**src/rtl/reset_gather_pkg.sv**
```systemverilog
package reset_gather_pkg;

  localparam int NSRC = 7;

  typedef enum int {
    SRC_POWER = 0,
    SRC_PIN   = 1,
    SRC_WWIN  = 2,
    SRC_WFREE = 3,
    SRC_SOFT  = 4,
    SRC_STBY  = 5,
    SRC_DSLP  = 6
  } rstSrc_e;

  // Strobes from the control half to the datapath half
  typedef struct packed {
    logic            holdRst;  // some qualified source is active now
    logic [NSRC-1:0] setMask;  // flags to set at the next edge
    logic [NSRC-1:0] clrMask;  // flags to clear at the next edge
  } rstStrobe_t;

endpackage

```
**src/rtl/reset_gather_sync.sv**
```systemverilog
module reset_gather_sync #(
  parameter int STAGES = 2
) (
  input  logic clk,
  input  logic arstN,
  output logic relN
);
  logic [STAGES-1:0] chain;

  always_ff @(posedge clk or negedge arstN) begin
    if (!arstN) chain <= '0;
    else        chain <= {chain[STAGES-2:0], 1'b1};
  end

  assign relN = chain[STAGES-1];
endmodule

```
**src/rtl/reset_gather_ctrl.sv**
```systemverilog
module reset_gather_ctrl
  import reset_gather_pkg::*;
(
  input  logic            porN,
  input  logic            pinRstN,
  input  logic            wdgWinReq,
  input  logic            wdgFreeReq,
  input  logic            swRstReq,
  input  logic            stbyEnter,
  input  logic            dslpEnter,
  input  logic            optStbyNoRst,
  input  logic            optDslpNoRst,
  input  logic [NSRC-1:0] causeClr,
  output rstStrobe_t      strobe
);
  logic stbyHit;
  logic dslpHit;

  always_comb begin
    // low-power entries count only when their option bit is cleared
    stbyHit = stbyEnter & ~optStbyNoRst;
    dslpHit = dslpEnter & ~optDslpNoRst;

    strobe.setMask            = '0;
    strobe.setMask[SRC_PIN]   = ~pinRstN;
    strobe.setMask[SRC_WWIN]  = wdgWinReq;
    strobe.setMask[SRC_WFREE] = wdgFreeReq;
    strobe.setMask[SRC_SOFT]  = swRstReq;
    strobe.setMask[SRC_STBY]  = stbyHit;
    strobe.setMask[SRC_DSLP]  = dslpHit;

    strobe.clrMask = causeClr;
    strobe.holdRst = ~porN | (|strobe.setMask);
  end
endmodule

```
**src/rtl/reset_gather_dp.sv**
```systemverilog
module reset_gather_dp
  import reset_gather_pkg::*;
#(
  parameter int SYNC_STAGES = 2,
  parameter int STRETCH     = 16
) (
  input  logic            clk,
  input  logic            porN,
  input  rstStrobe_t      strobe,
  output logic            sysRstN,
  output logic            dbgRstN,
  output logic [NSRC-1:0] causeFlags
);
  localparam int CW = $clog2(STRETCH + 1);
  localparam logic [CW-1:0] CNT_DONE = CW'(STRETCH);
  localparam logic [NSRC-1:0] POR_FLAGS = NSRC'(1) << SRC_POWER;

  logic holdN;
  logic sysRel;
  logic [CW-1:0] stretchCnt;
  logic [NSRC-1:0] flagsQ;

  assign holdN = ~strobe.holdRst;

  reset_gather_sync #(.STAGES(SYNC_STAGES)) sysSync_i (
    .clk  (clk),
    .arstN(holdN),
    .relN (sysRel)
  );

  reset_gather_sync #(.STAGES(SYNC_STAGES)) porSync_i (
    .clk  (clk),
    .arstN(porN),
    .relN (dbgRstN)
  );

  always_ff @(posedge clk or negedge holdN) begin
    if (!holdN)                              stretchCnt <= '0;
    else if (sysRel && stretchCnt != CNT_DONE) stretchCnt <= stretchCnt + 1'b1;
  end

  assign sysRstN = (stretchCnt == CNT_DONE);

  always_ff @(posedge clk or negedge porN) begin
    if (!porN) flagsQ <= POR_FLAGS;
    else       flagsQ <= (flagsQ & ~strobe.clrMask) | strobe.setMask;
  end

  assign causeFlags = flagsQ;

  // ---- assertions ----
  logic [7:0] lowRun;
  always_ff @(posedge clk or negedge porN) begin
    if (!porN)        lowRun <= '0;
    else if (sysRstN) lowRun <= '0;
    else if (lowRun != 8'hFF) lowRun <= lowRun + 1'b1;
  end

  p_stretch_min_r6: assert property (@(posedge clk) disable iff (!porN)
    $rose(sysRstN) |-> (lowRun >= 8'(STRETCH)));

  p_dbg_hold_r5: assert property (@(posedge clk) disable iff (!porN)
    $past(dbgRstN) |-> dbgRstN);

  p_por_flags_r9: assert property (@(posedge clk)
    $rose(porN) |-> (causeFlags == POR_FLAGS));

  p_flag_sticky_r7: assert property (@(posedge clk) disable iff (!porN)
    ((causeFlags & $past(causeFlags & ~strobe.clrMask)) == $past(causeFlags & ~strobe.clrMask)));

  for (genvar k = 0; k < NSRC; k++) begin : g_clrChk
    p_clear_r8: assert property (@(posedge clk) disable iff (!porN)
      $past(strobe.clrMask[k] && !strobe.setMask[k]) |-> !causeFlags[k]);
    p_set_r7: assert property (@(posedge clk) disable iff (!porN)
      $past(strobe.setMask[k]) |-> causeFlags[k]);
  end
endmodule

```
**src/rtl/reset_gather.sv**
```systemverilog
module reset_gather
  import reset_gather_pkg::*;
#(
  parameter int SYNC_STAGES = 2,
  parameter int STRETCH     = 16
) (
  input  logic            clk,
  input  logic            porN,
  input  logic            pinRstN,
  input  logic            wdgWinReq,
  input  logic            wdgFreeReq,
  input  logic            swRstReq,
  input  logic            stbyEnter,
  input  logic            dslpEnter,
  input  logic            optStbyNoRst,
  input  logic            optDslpNoRst,
  input  logic [NSRC-1:0] causeClr,
  output logic            sysRstN,
  output logic            coreRstN,
  output logic            periRstN,
  output logic            dbgRstN,
  output logic            bkpRstN,
  output logic [NSRC-1:0] causeFlags
);
  rstStrobe_t strobe;
  logic porRelN;

  reset_gather_ctrl ctrl_i (
    .porN        (porN),
    .pinRstN     (pinRstN),
    .wdgWinReq   (wdgWinReq),
    .wdgFreeReq  (wdgFreeReq),
    .swRstReq    (swRstReq),
    .stbyEnter   (stbyEnter),
    .dslpEnter   (dslpEnter),
    .optStbyNoRst(optStbyNoRst),
    .optDslpNoRst(optDslpNoRst),
    .causeClr    (causeClr),
    .strobe      (strobe)
  );

  reset_gather_dp #(.SYNC_STAGES(SYNC_STAGES), .STRETCH(STRETCH)) dp_i (
    .clk       (clk),
    .porN      (porN),
    .strobe    (strobe),
    .sysRstN   (sysRstN),
    .dbgRstN   (porRelN),
    .causeFlags(causeFlags)
  );

  assign coreRstN = sysRstN;
  assign periRstN = sysRstN;
  assign dbgRstN  = porRelN;
  assign bkpRstN  = porRelN;

  // ---- assertions ----
  p_async_hold_r1: assert property (@(posedge clk)
    (!porN || !pinRstN || wdgWinReq || wdgFreeReq || swRstReq ||
     (stbyEnter && !optStbyNoRst) || (dslpEnter && !optDslpNoRst)) |-> !sysRstN);

  p_stby_gate_r2: assert property (@(posedge clk) disable iff (!porN)
    ($past(sysRstN) && pinRstN && !wdgWinReq && !wdgFreeReq && !swRstReq &&
     !(dslpEnter && !optDslpNoRst) && stbyEnter && optStbyNoRst) |-> sysRstN);

  p_dslp_gate_r3: assert property (@(posedge clk) disable iff (!porN)
    ($past(sysRstN) && pinRstN && !wdgWinReq && !wdgFreeReq && !swRstReq &&
     !(stbyEnter && !optStbyNoRst) && dslpEnter && optDslpNoRst) |-> sysRstN);

  p_domain_split_r4: assert property (@(posedge clk) disable iff (!porN)
    (!sysRstN && $past(dbgRstN)) |-> bkpRstN);
endmodule

```
**config.mk**
```make
export PLATFORM = sky130hd
export DESIGN_NAME = reset_gather
export DESIGN_NICKNAME = d
export VERILOG_FILES = /design/src/rtl/reset_gather_pkg.sv /design/src/rtl/reset_gather_sync.sv /design/src/rtl/reset_gather_ctrl.sv /design/src/rtl/reset_gather_dp.sv /design/src/rtl/reset_gather.sv
export SDC_FILE = /design/constraint.sdc
export NUM_CORES = 1
export LEC_CHECK = 0
export BUFFER_PORTS_ARGS = -buffer_cell sky130_fd_sc_hd__buf_2
export CAP_MARGIN = 20
export CORE_UTILIZATION = 47
export CTS_CLUSTER_DIAMETER = 100
export DETAILED_ROUTE_END_ITERATION = 10
export PLACE_DENSITY = 0.78
export SLEW_MARGIN = 20
export SYNTH_ARGS = -nofsm -noshare
export SYNTH_HDL_FRONTEND = slang
export SYNTH_HIERARCHICAL = 1
export SYNTH_SLANG_ARGS = --single-unit
```
**constraint.sdc**
```tcl
create_clock -name clk -period 1.8 [get_ports clk]
set_input_delay 0.18 -clock clk [delete_from_list [all_inputs] [get_ports clk]]
set_output_delay 0.18 -clock clk [all_outputs]
set_load 0.02 [all_outputs]
```
## Word-level counts from Yosys, hierarchy flattened

Index checks and enable logic that the tools add are counted.

- Register bits: 16
- Bits in latches: 0
- RAM bits: 0
- Memory bits (read-only): 0
- Input port bits: 17
- Output and inout bits: 12
- Logic and storage cells: 19
- Memories kept: 0

- Add/subtract/negate cells: 1
- Multiply operators: 0
- Divide/modulo/power cells: 0
- Magnitude comparators: 0
- Eq/ne operators: 2
- Shift-type cells: 0
- Mux-type cells: 0
- Bitwise gates (word level): 10
- Reductions and logical operators: 2

Operators with widths:

| kind | count |
|---|---|
| $and 7x7->7 | 1 |
| $not 7->7 | 1 |
| $or 7x7->7 | 1 |
| $reduce_or 6->1 | 1 |
| $add 5x1->5 const B | 1 |
| $eq 5x5->1 const B | 1 |
| $ne 5x5->1 const B | 1 |
| $not 1->1 | 4 |
| $and 1x1->1 | 2 |
| $logic_and 1x1->1 | 1 |
| $or 1x1->1 | 1 |

## Longest topological paths before layout

- Depth after elaboration: 4
- Depth in mapped cells: 5
- Mapped depth without buffers: 5

## Hierarchy

The synthesis kept the hierarchy.

By module, submodules not included:

| module | instances | cells each | area each (um^2) | seq. area each (um^2) |
|---|---|---|---|---|
| reset_gather_dp | 1 | 42 | 516.7 | 301.5 |
| reset_gather_ctrl | 1 | 20 | 140.1 | 0.0 |
| reset_gather_sync | 2 | 3 | 53.8 | 50.0 |
| reset_gather | 1 | 3 | 22.5 | 0.0 |

## Least setup slack after synthesis

No wires, ideal clock.

- Path type: register to register
- Start: register dp_i.stretchCnt[0]
- End: register dp_i.stretchCnt[1]
- Data arrival time: 1.315 ns
- Data required time: 1.675 ns
- Setup slack: 0.360 ns
- Cell stages (with the launch flop): 6
- Buffers on the path: 0
- Clock period less this slack: 1.440 ns
- Path through: dfrtp_1 -> inv_1 -> ha_1 -> and4bb_4 -> nand2b_4 -> mux2_4

- Word-level cells in the longest chain between the ends: 2
- Elaborated cells between the ends (all ways): 3
- Those cells by class: add/sub (1); eq/ne (1); reduce/logical (1)

RTL lines:

| element | line | RTL |
|---|---|---|
| start: declaration | reset_gather_dp.sv:20 | `logic [CW-1:0] stretchCnt;` |
| start signal: assignment | reset_gather_dp.sv:39 | `else if (sysRel && stretchCnt != CNT_DONE) stretchCnt <= stretchCnt + 1'b1;` |
| branches (longest 2 deep; another with $add 5x1->5) | - |  |

Several ways; the timed one is not identified.
A chain may end at the register's enable or synchronous reset.

## Worst setup path in the final report

- Start: register dp_i.stretchCnt[0]
- End: output coreRstN

- Word-level cells in the longest chain between the ends: 1

RTL lines:

| element | line | RTL |
|---|---|---|
| $eq 5x5->1 | reset_gather_dp.sv:42 | `assign sysRstN = (stretchCnt == CNT_DONE);` |
| end: declaration | reset_gather.sv:19 | `output logic coreRstN,` |

Every way passes these cells.

==> flow_metrics.tcl <==
set metrics [dict create \
    routed_wl_um 1100 \
    r2r_setup_slack_ps 350 \
    drive_above_1_share_pct 39.8 \
    finalNetCount 108 \
    drtIter0Drc 2 \
    clk_latency_ps 280 \
    synth_fa_ha_area_share_pct 3.18 \
    final-max-slew-violation-count 0 \
    crit_slowest_cell "dfrtp_1" \
    synthMuxAreaShare_pct 1.91 \
    synthCells 71 \
    fp-row-count 14 \
    netlist_area_um2 787 \
    maxCapViolations 0 \
    core-area_um2 1540 \
    place_ws_ps 367 \
    async_flop_share_pct 100 \
    synth_compound_area_share_pct 6.68 \
    p_per_area_nw_per_um2 1100 \
    wl_per_cell_um 10.6 \
    drtAntennaViolNets 0 \
    drc 0 \
    cellLeakagePower_nw 0.497 \
    end_kind "output port" \
    clock_sinks 16 \
    fin_crit_sh_pct 84.3 \
    dr.pass1.iters 4 \
    antenna_cells 0 \
    fillers 147 \
    multi_input_area_um2 224 \
    numCtsBuffers 3 \
    grt_max_degree 11 \
    cp.required_ps 1620 \
    start_util_pct 51.1 \
    worst_clock_skew_ps 4.72 \
    track_usage_pct 14.7 \
    tns_ps 0 \
    dp_hpwl_um 887 \
    port_buffers 28 \
    crit_chain "inv_1 -> ha_1 -> and4bb_4 -> buf_2" \
    fin_hold_ws_ps 83.4 \
    grt_pass1_vias 496 \
    grt_pass1_wl_um 1950 \
    dr_total_vias 478 \
    synth_top_family_by_area "buffers and inverters" \
    cts_resized 0 \
    hold_viol 0 \
    yosys.area_share.simple_pct 10.8 \
    slowest_delay_ps 420 \
    setup_slack_ps 283 \
    setup_viol 0 \
    cp.arrival_ps 1340 \
    final_cells 104 \
    die_area_um2 1840 \
    crit_type "register to output port" \
    syn_nets 90 \
    status "completed" \
    hp-start "wdgFreeReq" \
    synth_cell_type_count 19 \
    dp.cells 99 \
    ys_warn_count 6 \
    cts_tree "built" \
    ys_seq_elements 16 \
    min_path_type "input port to register" \
    synth_xor_area_share_pct 4.45 \
    vias_per_cell 4.60 \
    synth_flop_cell "dfrtp_1" \
    die_y_um 42.9 \
    worst-path-max-fanout 5 \
    startpoint "dp_i/stretchCnt[0]" \
    globalplace.congestion 0.753 \
    fp.dieW_um 42.9 \
    clkTransAtPathRegs_ps 90 \
    grt_antenna_before_repair 0 \
    fmax_mhz 659 \
    h-tree-depth 1 \
    regArea_um2 402 \
    grt_setup_unrepaired "no" \
    period_needed_ps 1520 \
    startpoint_type "register" \
    synth-edff-count 0 \
    syn_to_final_growth_pct 9.70 \
    avgSynthCellArea_um2 11.1 \
    root_buffer "clkbuf_4" \
    peakVddDrop_v 0.000603 \
    ys_seq_area_share_pct 51.0 \
    r2r_start "dp_i/stretchCnt[0]" \
    clk_path_buf_depth 2 \
    ioPinCount 29 \
    grt.overflow.total 0 \
]
[Yosys cell counts (2+ instances only)]
library cell / count / share of area, %
xnor2_1: 3 / 3.3
nor2b_1: 2 / 1.6
buf_4: 16 / 15
inv_1: 11 / 5.2
a21o_1: 7 / 6.7
conb_1: 3 / 1.4
ha_1: 2 / 3.2
dfrtp_1: 15 / 48
nand4_1: 2 / 1.6
[state kept, by name, indices dropped and copies added, names as in the netlist]
| register | cells |
|---|---|
| dp_i/porSync_i/chain | 2 |
| dp_i/sysSync_i/chain | 2 |
| dp_i/causeFlags | 7 |
| dp_i/stretchCnt | 5 |
[worst max-delay path, delay by kind of cell, from the launching register on]
| family | cells | cell delay [ps] |
|---|---|---|
| buffers and inverters | 2 | 240 |
| DFF | 1 | 420 |
| and+or+nand+nor | 1 | 260 |
| adders and majority gates | 1 | 140 |
[metrics by stage]
stage	power [mW]	util (%)	area, um^2
5_1_grt	1.02	56.0	863
2_1_floorplan	0.717	-	787
4_1_cts	0.968	56.0	863
3_5_place_dp	0.771	53.7	827
6_report	0.946	56.0	863
3_3_place_gp	0.756	53.7	827
[layer usage]
| metal | global-route usage [%] | up-vias | part of all wire, % |
|---|---|---|---|
| li1 | - | 233 | - |
| met1 | 15.2 | 228 | 39 |
| met2 | 26.7 | 15 | 55 |
| met3 | 6.38 | 2 | 5.0 |
| met4 | 3.75 | 0 | 0.73 |
| met5 | 0 | - | 0 |
[placed cells by master, fill, tap and decap left out]
cell type,synthesis,routed
buf_2,0,28
dfrtp_1,15,15
inv_1,11,11
a21o_1,7,7
clkbuf_4,0,3
conb_1,3,3
xnor2_1,3,3
nor2b_1,2,2
nand4_1,2,2
ha_1,2,2
clkbuf_1,0,1
nand2b_1,1,1
or3b_1,1,1
or4_1,1,1
and4bb_4,1,1
nand2b_4,1,1
mux2_4,1,1
nand2_1,1,1
xor2_1,1,1
nor2_1,1,1
dfstp_2,1,1
dlygate4sd3_1,0,1
[area by class of cell]
class                      instances  share of cell area [%]
tap                               16                    2.32
clock buffer                       4                    3.04
sequential                        16                    46.5
timing repair buffer              29                    17.4
inverter                          11                    4.78
multi-input combinational         28                    25.9
[timing repair]
item,CTS,global route
hold buffers,1,0
buffers inserted,0,0
hold endpoints to repair,9,0
[worst paths after layout]
check	endpoint	cells after the start
worst max-delay path	coreRstN	4
worst min-delay path	dp_i/causeFlags[3]	2
worst max register to register	dp_i/stretchCnt[1]	5
worst min register to register	dp_i/porSync_i/chain[1]	0
max in group asynchronous	dp_i/stretchCnt[2]	5
min in group asynchronous	dp_i/causeFlags[4]	2
[power breakdown]
part	switching [mW]	total [mW]	internal (mW)	leakage, nW
clock	0.0996	0.185	0.0859	0.0150
sequential	0.0665	0.505	0.438	0.191
combinational	0.117	0.256	0.139	0.291
[cell families after synthesis]
kind of cell	after synthesis
adders and majority gates	2
other	3
and+or+nand+nor	11
muxes	1
buffers and inverters	27
AOI/OAI and AO/OA	7
DFF	16
xor gates and xnor gates	4
Power figures use the tool's default switching activity.
